[src/rtl/swd_pkg.sv]
package swd_pkg;

    // Prescaler select codes, ordered by rising base modulus
    typedef enum logic [1:0] {
        PS_BASE_X1 = 2'd0,
        PS_BASE_X2 = 2'd1,
        PS_BASE_X4 = 2'd2,
        PS_BASE_X8 = 2'd3
    } psel_e;

    // Smallest number of B cycles that a legal setting may use
    localparam int unsigned LEGAL_B_MIN = 3;

endpackage

[src/rtl/swd_modulus.sv]
// Gives the reload value (cycle length minus one) of one prescaler cycle
module swd_modulus #(
    parameter int PSEL_W    = 2,
    parameter int BASE_LOG2 = 3,
    localparam int NCODE    = 1 << PSEL_W,
    localparam int PC_W     = BASE_LOG2 + NCODE
) (
    input  logic [PSEL_W-1:0] code,
    input  logic              swallow,
    output logic [PC_W-1:0]   reload
);

    logic [PC_W-1:0] p_tab [NCODE];

    for (genvar i = 0; i < NCODE; i++) begin : g_tab
        assign p_tab[i] = PC_W'(1) << (BASE_LOG2 + i);
    end

    // A swallow cycle lasts P+1 edges (reload P); a plain cycle lasts P (reload P-1)
    always_comb begin
        if (swallow) begin
            reload = p_tab[code];
        end else begin
            reload = p_tab[code] - PC_W'(1);
        end
    end

endmodule

[src/rtl/swd_legal.sv]
// Flags B/A settings outside the legal range
module swd_legal #(
    parameter int B_W   = 13,
    parameter int A_W   = 6,
    parameter int B_MIN = 3
) (
    input  logic [B_W-1:0] b_in,
    input  logic [A_W-1:0] a_in,
    output logic           illegal
);

    logic [B_W-1:0] a_wide;

    always_comb begin
        a_wide  = {{(B_W-A_W){1'b0}}, a_in};
        illegal = (b_in < B_W'(B_MIN)) || (a_wide > b_in);
    end

endmodule

[src/rtl/swd_core.sv]
// Prescaler position, B count and swallow count, two-process style
module swd_core #(
    parameter int B_W       = 13,
    parameter int A_W       = 6,
    parameter int PSEL_W    = 2,
    parameter int BASE_LOG2 = 3,
    localparam int NCODE    = 1 << PSEL_W,
    localparam int PC_W     = BASE_LOG2 + NCODE
) (
    input  logic              clk,
    input  logic              rst_n,
    input  logic              cnt_rst,
    input  logic [PSEL_W-1:0] psel,
    input  logic [B_W-1:0]    b_val,
    input  logic [A_W-1:0]    a_val,
    output logic              div_pulse,
    output logic              mod_ctl
);

    typedef struct packed {
        logic              loaded;
        logic [PSEL_W-1:0] code;
        logic [B_W-1:0]    bcnt;
        logic [A_W-1:0]    acnt;
        logic [PC_W-1:0]   pcnt;
        logic              pulse;
    } st_t;

    st_t st_d, st_q;

    logic            ld_swallow;
    logic [PC_W-1:0] ld_reload;
    logic [A_W-1:0]  run_acnt;
    logic            run_swallow;
    logic [PC_W-1:0] run_reload;

    // First cycle length of a fresh period, from the incoming settings
    swd_modulus #(.PSEL_W(PSEL_W), .BASE_LOG2(BASE_LOG2)) u_mod_load (
        .code    (psel),
        .swallow (ld_swallow),
        .reload  (ld_reload)
    );

    // Next cycle length inside a running period, from the held code
    swd_modulus #(.PSEL_W(PSEL_W), .BASE_LOG2(BASE_LOG2)) u_mod_run (
        .code    (st_q.code),
        .swallow (run_swallow),
        .reload  (run_reload)
    );

    always_comb begin
        ld_swallow  = (a_val != '0);
        run_acnt    = (st_q.acnt != '0) ? st_q.acnt - A_W'(1) : '0;
        run_swallow = (run_acnt != '0);

        st_d       = st_q;
        st_d.pulse = 1'b0;

        if (!st_q.loaded || cnt_rst) begin
            // load state: take the inputs, no pulse
            st_d.loaded = 1'b1;
            st_d.code   = psel;
            st_d.bcnt   = b_val;
            st_d.acnt   = a_val;
            st_d.pcnt   = ld_reload;
        end else if (st_q.pcnt != '0) begin
            st_d.pcnt = st_q.pcnt - PC_W'(1);
        end else if (st_q.bcnt <= B_W'(1)) begin
            // last prescaler cycle of the period ends: pulse and reload
            st_d.pulse = 1'b1;
            st_d.code  = psel;
            st_d.bcnt  = b_val;
            st_d.acnt  = a_val;
            st_d.pcnt  = ld_reload;
        end else begin
            st_d.bcnt = st_q.bcnt - B_W'(1);
            st_d.acnt = run_acnt;
            st_d.pcnt = run_reload;
        end
    end

    always_ff @(posedge clk or negedge rst_n) begin
        if (!rst_n) begin
            st_q <= '0;
        end else begin
            st_q <= st_d;
        end
    end

    assign div_pulse = st_q.pulse;
    assign mod_ctl   = (st_q.acnt != '0);

endmodule

[src/rtl/swallow_divider.sv]
module swallow_divider #(
    parameter int B_W       = 13,
    parameter int A_W       = 6,
    parameter int PSEL_W    = 2,
    parameter int BASE_LOG2 = 3
) (
    input  logic              clk,
    input  logic              rst_n,
    input  logic              cnt_rst,
    input  logic [PSEL_W-1:0] psel,
    input  logic [B_W-1:0]    b_val,
    input  logic [A_W-1:0]    a_val,
    output logic              div_pulse,
    output logic              mod_ctl,
    output logic              cfg_illegal
);

    swd_core #(
        .B_W       (B_W),
        .A_W       (A_W),
        .PSEL_W    (PSEL_W),
        .BASE_LOG2 (BASE_LOG2)
    ) u_core (
        .clk       (clk),
        .rst_n     (rst_n),
        .cnt_rst   (cnt_rst),
        .psel      (psel),
        .b_val     (b_val),
        .a_val     (a_val),
        .div_pulse (div_pulse),
        .mod_ctl   (mod_ctl)
    );

    swd_legal #(
        .B_W   (B_W),
        .A_W   (A_W),
        .B_MIN (swd_pkg::LEGAL_B_MIN)
    ) u_legal (
        .b_in    (b_val),
        .a_in    (a_val),
        .illegal (cfg_illegal)
    );

endmodule

[config.mk]
export PLATFORM = sky130hd
export DESIGN_NAME = swallow_divider
export DESIGN_NICKNAME = d
export VERILOG_FILES = /design/src/rtl/swd_pkg.sv /design/src/rtl/swd_modulus.sv /design/src/rtl/swd_legal.sv /design/src/rtl/swd_core.sv /design/src/rtl/swallow_divider.sv
export SDC_FILE = /design/constraint.sdc
export NUM_CORES = 1
export LEC_CHECK = 0
export BUFFER_PORTS_ARGS = -buffer_cell sky130_fd_sc_hd__buf_2
export CORE_AREA = 8 8 75 94
export CTS_CLUSTER_SIZE = 40
export DETAILED_ROUTE_END_ITERATION = 8
export DIE_AREA = 0 0 83 102
export PLACE_DENSITY = 0.67
export SLEW_MARGIN = 20
export SYNTH_ARGS = -nofsm -noshare
export SYNTH_HDL_FRONTEND = slang
export SYNTH_SLANG_ARGS = --single-unit
export TNS_END_PERCENT = 50
[constraint.sdc]
create_clock -name clk -period 1.9 [get_ports clk]
set_input_delay 0 -clock clk [delete_from_list [all_inputs] [get_ports clk]]
set_output_delay 0 -clock clk [all_outputs]
set_load 0.1 [all_outputs]
After elaboration in Yosys (flattened, before gate mapping)
Cells that the tools add are included.

storage, ports and cells
  register bits after elaboration = 30
  input bits = 24
  output and inout bits = 3
  logic and storage cells = 45

cells by class
  $add $sub $neg = 5
  magnitude comparators = 5
  equal/unequal tests = 1
  muxes and demuxes = 17
  bitwise logic cells = 2
  reduce and logical (&&, ||, !) cells = 9

operators by type and width
  operator                                               number
  two-way mux 7 bit                                      7
  binary-select mux 7 bit (select 2 bit)                 2
  two-way mux 28 bit                                     1
  two-way mux 26 bit                                     1
  two-way mux 21 bit                                     1
  subtractor 7 x 1 -> 7 bit, second input constant       3
  nonzero test 6 bit                                     3
  > comparator 6 x 13 -> 1 bit                           1
  <= comparator 13 x 1 -> 1 bit, second input constant   1
  < comparator 13 x 2 -> 1 bit, second input constant    1
  subtractor 13 x 1 -> 13 bit, second input constant     1
  nonzero test 7 bit                                     1
  >= comparator 3 bit, second input constant             2
  two-way mux 6 bit                                      1
  inverter 2 -> 3 bit                                    2
  subtractor 6 x 1 -> 6 bit, second input constant       1
  two-way mux 1 bit                                      3
  logical OR 1 bit                                       2
  two-way mux 2 bit                                      1
  inequality test 2 x 1 -> 1 bit, second input constant  1
  AND reduction 2 bit                                    1
  nonzero test 2 bit                                     1
  zero test 1 bit                                        1

Logic depth before layout (Yosys ltp)
  word-level depth = 9
  depth in mapped cells = 8
  depth with buffers taken out = 7

By module
A second synthesis with hierarchy kept.

second synthesis, totals
  cell total of the unflattened synthesis = 269
  area total of the unflattened synthesis = 2307.2 µm²

modules (own cells, without submodules)
  module       instances  cells an instance  area each (µm²)  seq. area each (µm²)
  swd_core     1          222                1971.9           750.7
  swd_legal    1          27                 200.2            0.0
  swd_modulus  2          10                 67.6             0.0

Worst setup path after synthesis
Ideal clock, no wire load.

  path kind = reg2reg
  from = register u_core.st_q[8] (netlist name)
  to = register u_core.st_q[8] (netlist name)
  library setup time = 0.127 ns
  arrival = 1.835 ns
  data required time = 1.773 ns
  slack = -0.062 ns
  stages on the path, launching flop included = 8
  path buffers = 0
  period minus slack after synthesis = 1.962 ns
  cell sequence = dfrtp_1 -> inv_1 -> ha_1 -> nand2b_1 -> nor3_1 -> inv_1 -> nand3_1 -> a31oi_1

on the way
  cells in the longest elaborated chain, start to end = 5
  elaborated cells between the ends (all ways) = 6
  those cells by class = add/sub: 1; mux: 4; reduce/logical: 1

RTL lines
  item                    RTL line               RTL
  start, declared         swd_core.sv:29         st_t st_d, st_q;
  start signal, assigned  swd_core.sv:86         st_q <= st_d;
  nonzero test 6 bit      -
  via mod_ctl             swallow_divider.sv:14  output logic mod_ctl,
  two-way mux 6 bit       swd_core.sv:53         run_acnt = (st_q.acnt != '0) ? st_q.acnt - A_W'(1) : '0;
  two-way mux 26 bit      swd_core.sv:68         end else if (st_q.bcnt <= B_W'(1)) begin
  two-way mux 21 bit      swd_core.sv:66         end else if (st_q.pcnt != '0) begin
  two-way mux 28 bit      swd_core.sv:59         if (!st_q.loaded || cnt_rst) begin

The timed path passes the listed nets, and every way through them passes these cells. The select of a mux whose other input is x is not followed.
A chain may end at the register's enable or synchronous reset.

Final worst setup path
  from = register u_core.st_q[4] (netlist name)
  to = register u_core.st_q[23] (netlist name)

on the way
  cells in the longest elaborated chain, start to end = 2

RTL lines
  item                                             RTL line
  nonzero test 7 bit                               swd_core.sv:66
  inequality test 2 x 1 -> 1 bit (no source line)  -

Every way passes these cells.

==> results.py <==
metrics = {
    "route": {
        "via_per_inst": 5.54,
        "route.detailed.drc": 0,
        "drt-total-wl_um": 6100,
        "num_vias": 2118,
        "firstDrtPassIters": 4,
        "ant_nets": 0,
        "drtIter0Drc": 92,
        "post_drt_wl_per_cell_um": 16.0,
    },
    "worst_setup_path": {
        "cp.arrival_ns": 2.05,
        "crit_fanout": 8,
        "ff2ff_setup_slack_ns": 0.02,
        "crit_path_end_kind": "flop",
        "setup.worst_path.class": "reg2reg",
        "crit_path_start_kind": "flop",
        "cp.required_ns": 2.07,
    },
    "final_layout": {
        "final_util_pct": 51.0,
        "fin_cells": 382,
        "nets": 351,
        "drive_above_1_share_pct": 28.5,
        "num_antenna_cells": 0,
        "n_fill_cell": 525,
        "synthToLayoutAreaGrowth_pct": 32.5,
        "stdcell_area_um2": 2870,
    },
    "timing": {
        "hold_violations": 0,
        "finalCritPeriodShare_pct": 99.1,
        "max_slew.worst_pin.slew_ns": 0.721,
        "setup_tns_ns": 0,
        "slew_headroom_pct": 52.0,
        "final_max_slew_viol_count": 0,
        "fin_crit_ns": 1.88,
        "skew_ns": 0.00947,
        "rsz0062_at_grt": "yes",
        "finalSetupViolations": 0,
        "fmax_mhz": 531,
    },
    "logic_synthesis": {
        "synth_edf_count": 0,
        "yosys-top-cells-area": "dfrtp_1 (35%), ha_1 (6.4%), nand2_1 (3.6%)",
        "yosysTopAreaCell": "dfrtp_1",
        "ys_seq_area_share_pct": 34.7,
        "synth_top_area_share_pct": 34.7,
        "ys_ff_latch": 30,
        "synthArstFlopShare_pct": 100,
        "syn_nets": 279,
        "synth_cell_types": 58,
        "synth_area_um2": 2170,
        "avgSynthCellArea_um2": 8.88,
        "synth-main-ff-cell": "dfrtp_1",
        "yosysWarnings": 0,
        "syn_inst": 244,
    },
    "placed_design": {
        "port_buffers": 26,
        "hpwl_um": 4440,
        "dpl.cell_count": 360,
        "finalWeightedCongestion": 0.830,
        "place_area_um2": 2590,
    },
    "global_route": {
        "grt_overflow": 0,
        "antenna_found_initial": 0,
        "grt_usage_pct": 14.4,
        "grt_pass1_wl_um": 9970,
        "grt_pass1_vias": 2183,
        "grt_max_degree": 31,
    },
    "floorplan": {
        "initial_core_util_pct": 38.5,
        "die_w_um": 83,
        "core_um2": 5620,
        "die_area_um2": 8470,
        "rows": 31,
        "die_h_um": 102,
        "ios": 27,
    },
    "clock_network": {
        "cts_sinks": 30,
        "cts_root_buf": "clkbuf_8",
        "clock_latency_ns": 0.29,
        "cts_buffers": 5,
        "h-tree-depth": 2,
        "clk_path_buf_depth": 2,
        "cts_tree": "built",
        "path_clk_slew_ns": 0.07,
    },
    "pwr": {
        "p_leak_nw": 1.31,
        "p_per_area_nw_per_um2": 666,
        "vdd_drop_max_mv": 0.285,
    },
    "flow_run": {
        "drv_cap": 0,
    },
    "worst_hold_path": {
        "hp-class": "in2reg",
    },
    "run_status": {
        "outcome": "finished clean",
    },
}
-- repair_timing --
action | in CTS | in global routing
hold buffers | 10 | 0
pin swaps | 0 | 9
endpoints found under the hold margin | 39 | 0
resized for setup | 2 | 12
cloned | 0 | 0
setup buffers | 0 | 5
setup endpoints to repair | 10 | 25
-- layout make-up --
class                   instances  area, um2  area share [%]
multi-input cells             189       1360            47.3
repair buffers                 72        536            18.7
clock buffers                   7       76.3            2.66
inverters                      18       67.6            2.35
well taps                      66       82.6            2.88
flip-flops and latches         30        752            26.2
-- stage by stage --
stage | power, W | hold slack [ns] | setup slack (ns)
floorplan | 0.00114 | -0.296 | 0.115
global route | 0.00203 | 0.0256 | -0.0726
CTS | 0.00188 | 0.0144 | 0.00860
finish | 0.00191 | 0.0113 | 0.0167
detailed placement | 0.00137 | 0.0953 | -0.0643
global placement | 0.00136 | 0.0926 | -0.0287
-- flip-flops by register name (all words and copies together), names as in the netlist --
signal,cells
u_core.div_pulse,1
u_core.st_q,29
-- kinds of logic after synthesis --
family / Yosys count / share of synthesized area, %
simple gates: 96 / 23.8
other cells: 1 / 0.173
flops: 30 / 34.7
buf+inv: 25 / 5.20
mux: 6 / 2.83
xor+xnor: 11 / 4.45
fa+ha+maj: 11 / 6.35
compound gates: 64 / 22.5
-- power by group --
part | internal (W) | switching [W]
Combinational | 0.000302 | 0.000334
Sequential | 0.000711 | 0.0000721
Clock | 0.000252 | 0.000241
Total | 0.00126 | 0.000647
-- final timing paths --
path / startpoint / endpoint / depth (start not counted)
max in group asynchronous: rst_n / u_core.st_q[19] / 2
max: u_core.st_q[4] / u_core.st_q[23] / 7
min reg2reg: u_core.st_q[21] / u_core.st_q[21] / 1
min: b_val[1] / u_core.st_q[15] / 3
max reg2reg: u_core.st_q[4] / u_core.st_q[23] / 7
min in group asynchronous: rst_n / u_core.st_q[15] / 2
-- synth_stat cells, drive strengths merged, types with 3 or more instances --
cell type,number
a21oi,16
a221o,3
and3,7
buf,6
dfrtp,30
ha,11
inv,18
mux2i,5
nand2,21
nand2b,4
nand3,12
nand4,3
nor2,17
nor2b,5
nor3,9
nor4,7
o211ai,3
o21ai,12
o22ai,4
o31ai,4
o32ai,3
or4,3
xnor2,5
xor2,6
-- critical path: stages, from the launching register on --
cell and delay [ns]:
dfrtp_1 0.41, or4_4 0.57, o21ai_4 0.18, buf_12 0.14
clkbuf_4 0.18, nand2_1 0.06, mux2i_1 0.13, a21oi_1 0.08
-- per-layer routing --
layer	up-vias	wire length, um	GRT usage (%)	part of all wire [%]
met5	-	0	0	0
met4	0	189	8.27	3.1
met3	18	260	3.91	4.3
met2	40	3100	25.1	51
met1	1022	2550	15.4	42
li1	1038	-	-	-
-- layout by cell type (no fill, tap or decap), drive strengths merged, types with 3 or more instances in the layout --
master	count
nand2b	4
dlygate4sd3	10
nor3	9
nand3	12
xnor2	5
ha	11
a221o	3
o211ai	3
o32ai	3
nor4	7
and3	7
o31ai	4
clkbuf	9
mux2i	5
buf	60
inv	18
dfrtp	30
or4	3
nor2	17
o21ai	12
nand2	21
xor2	6
a21oi	16
nor2b	5
nand4	3
o22ai	4
Power figures use the tool's default switching activity.
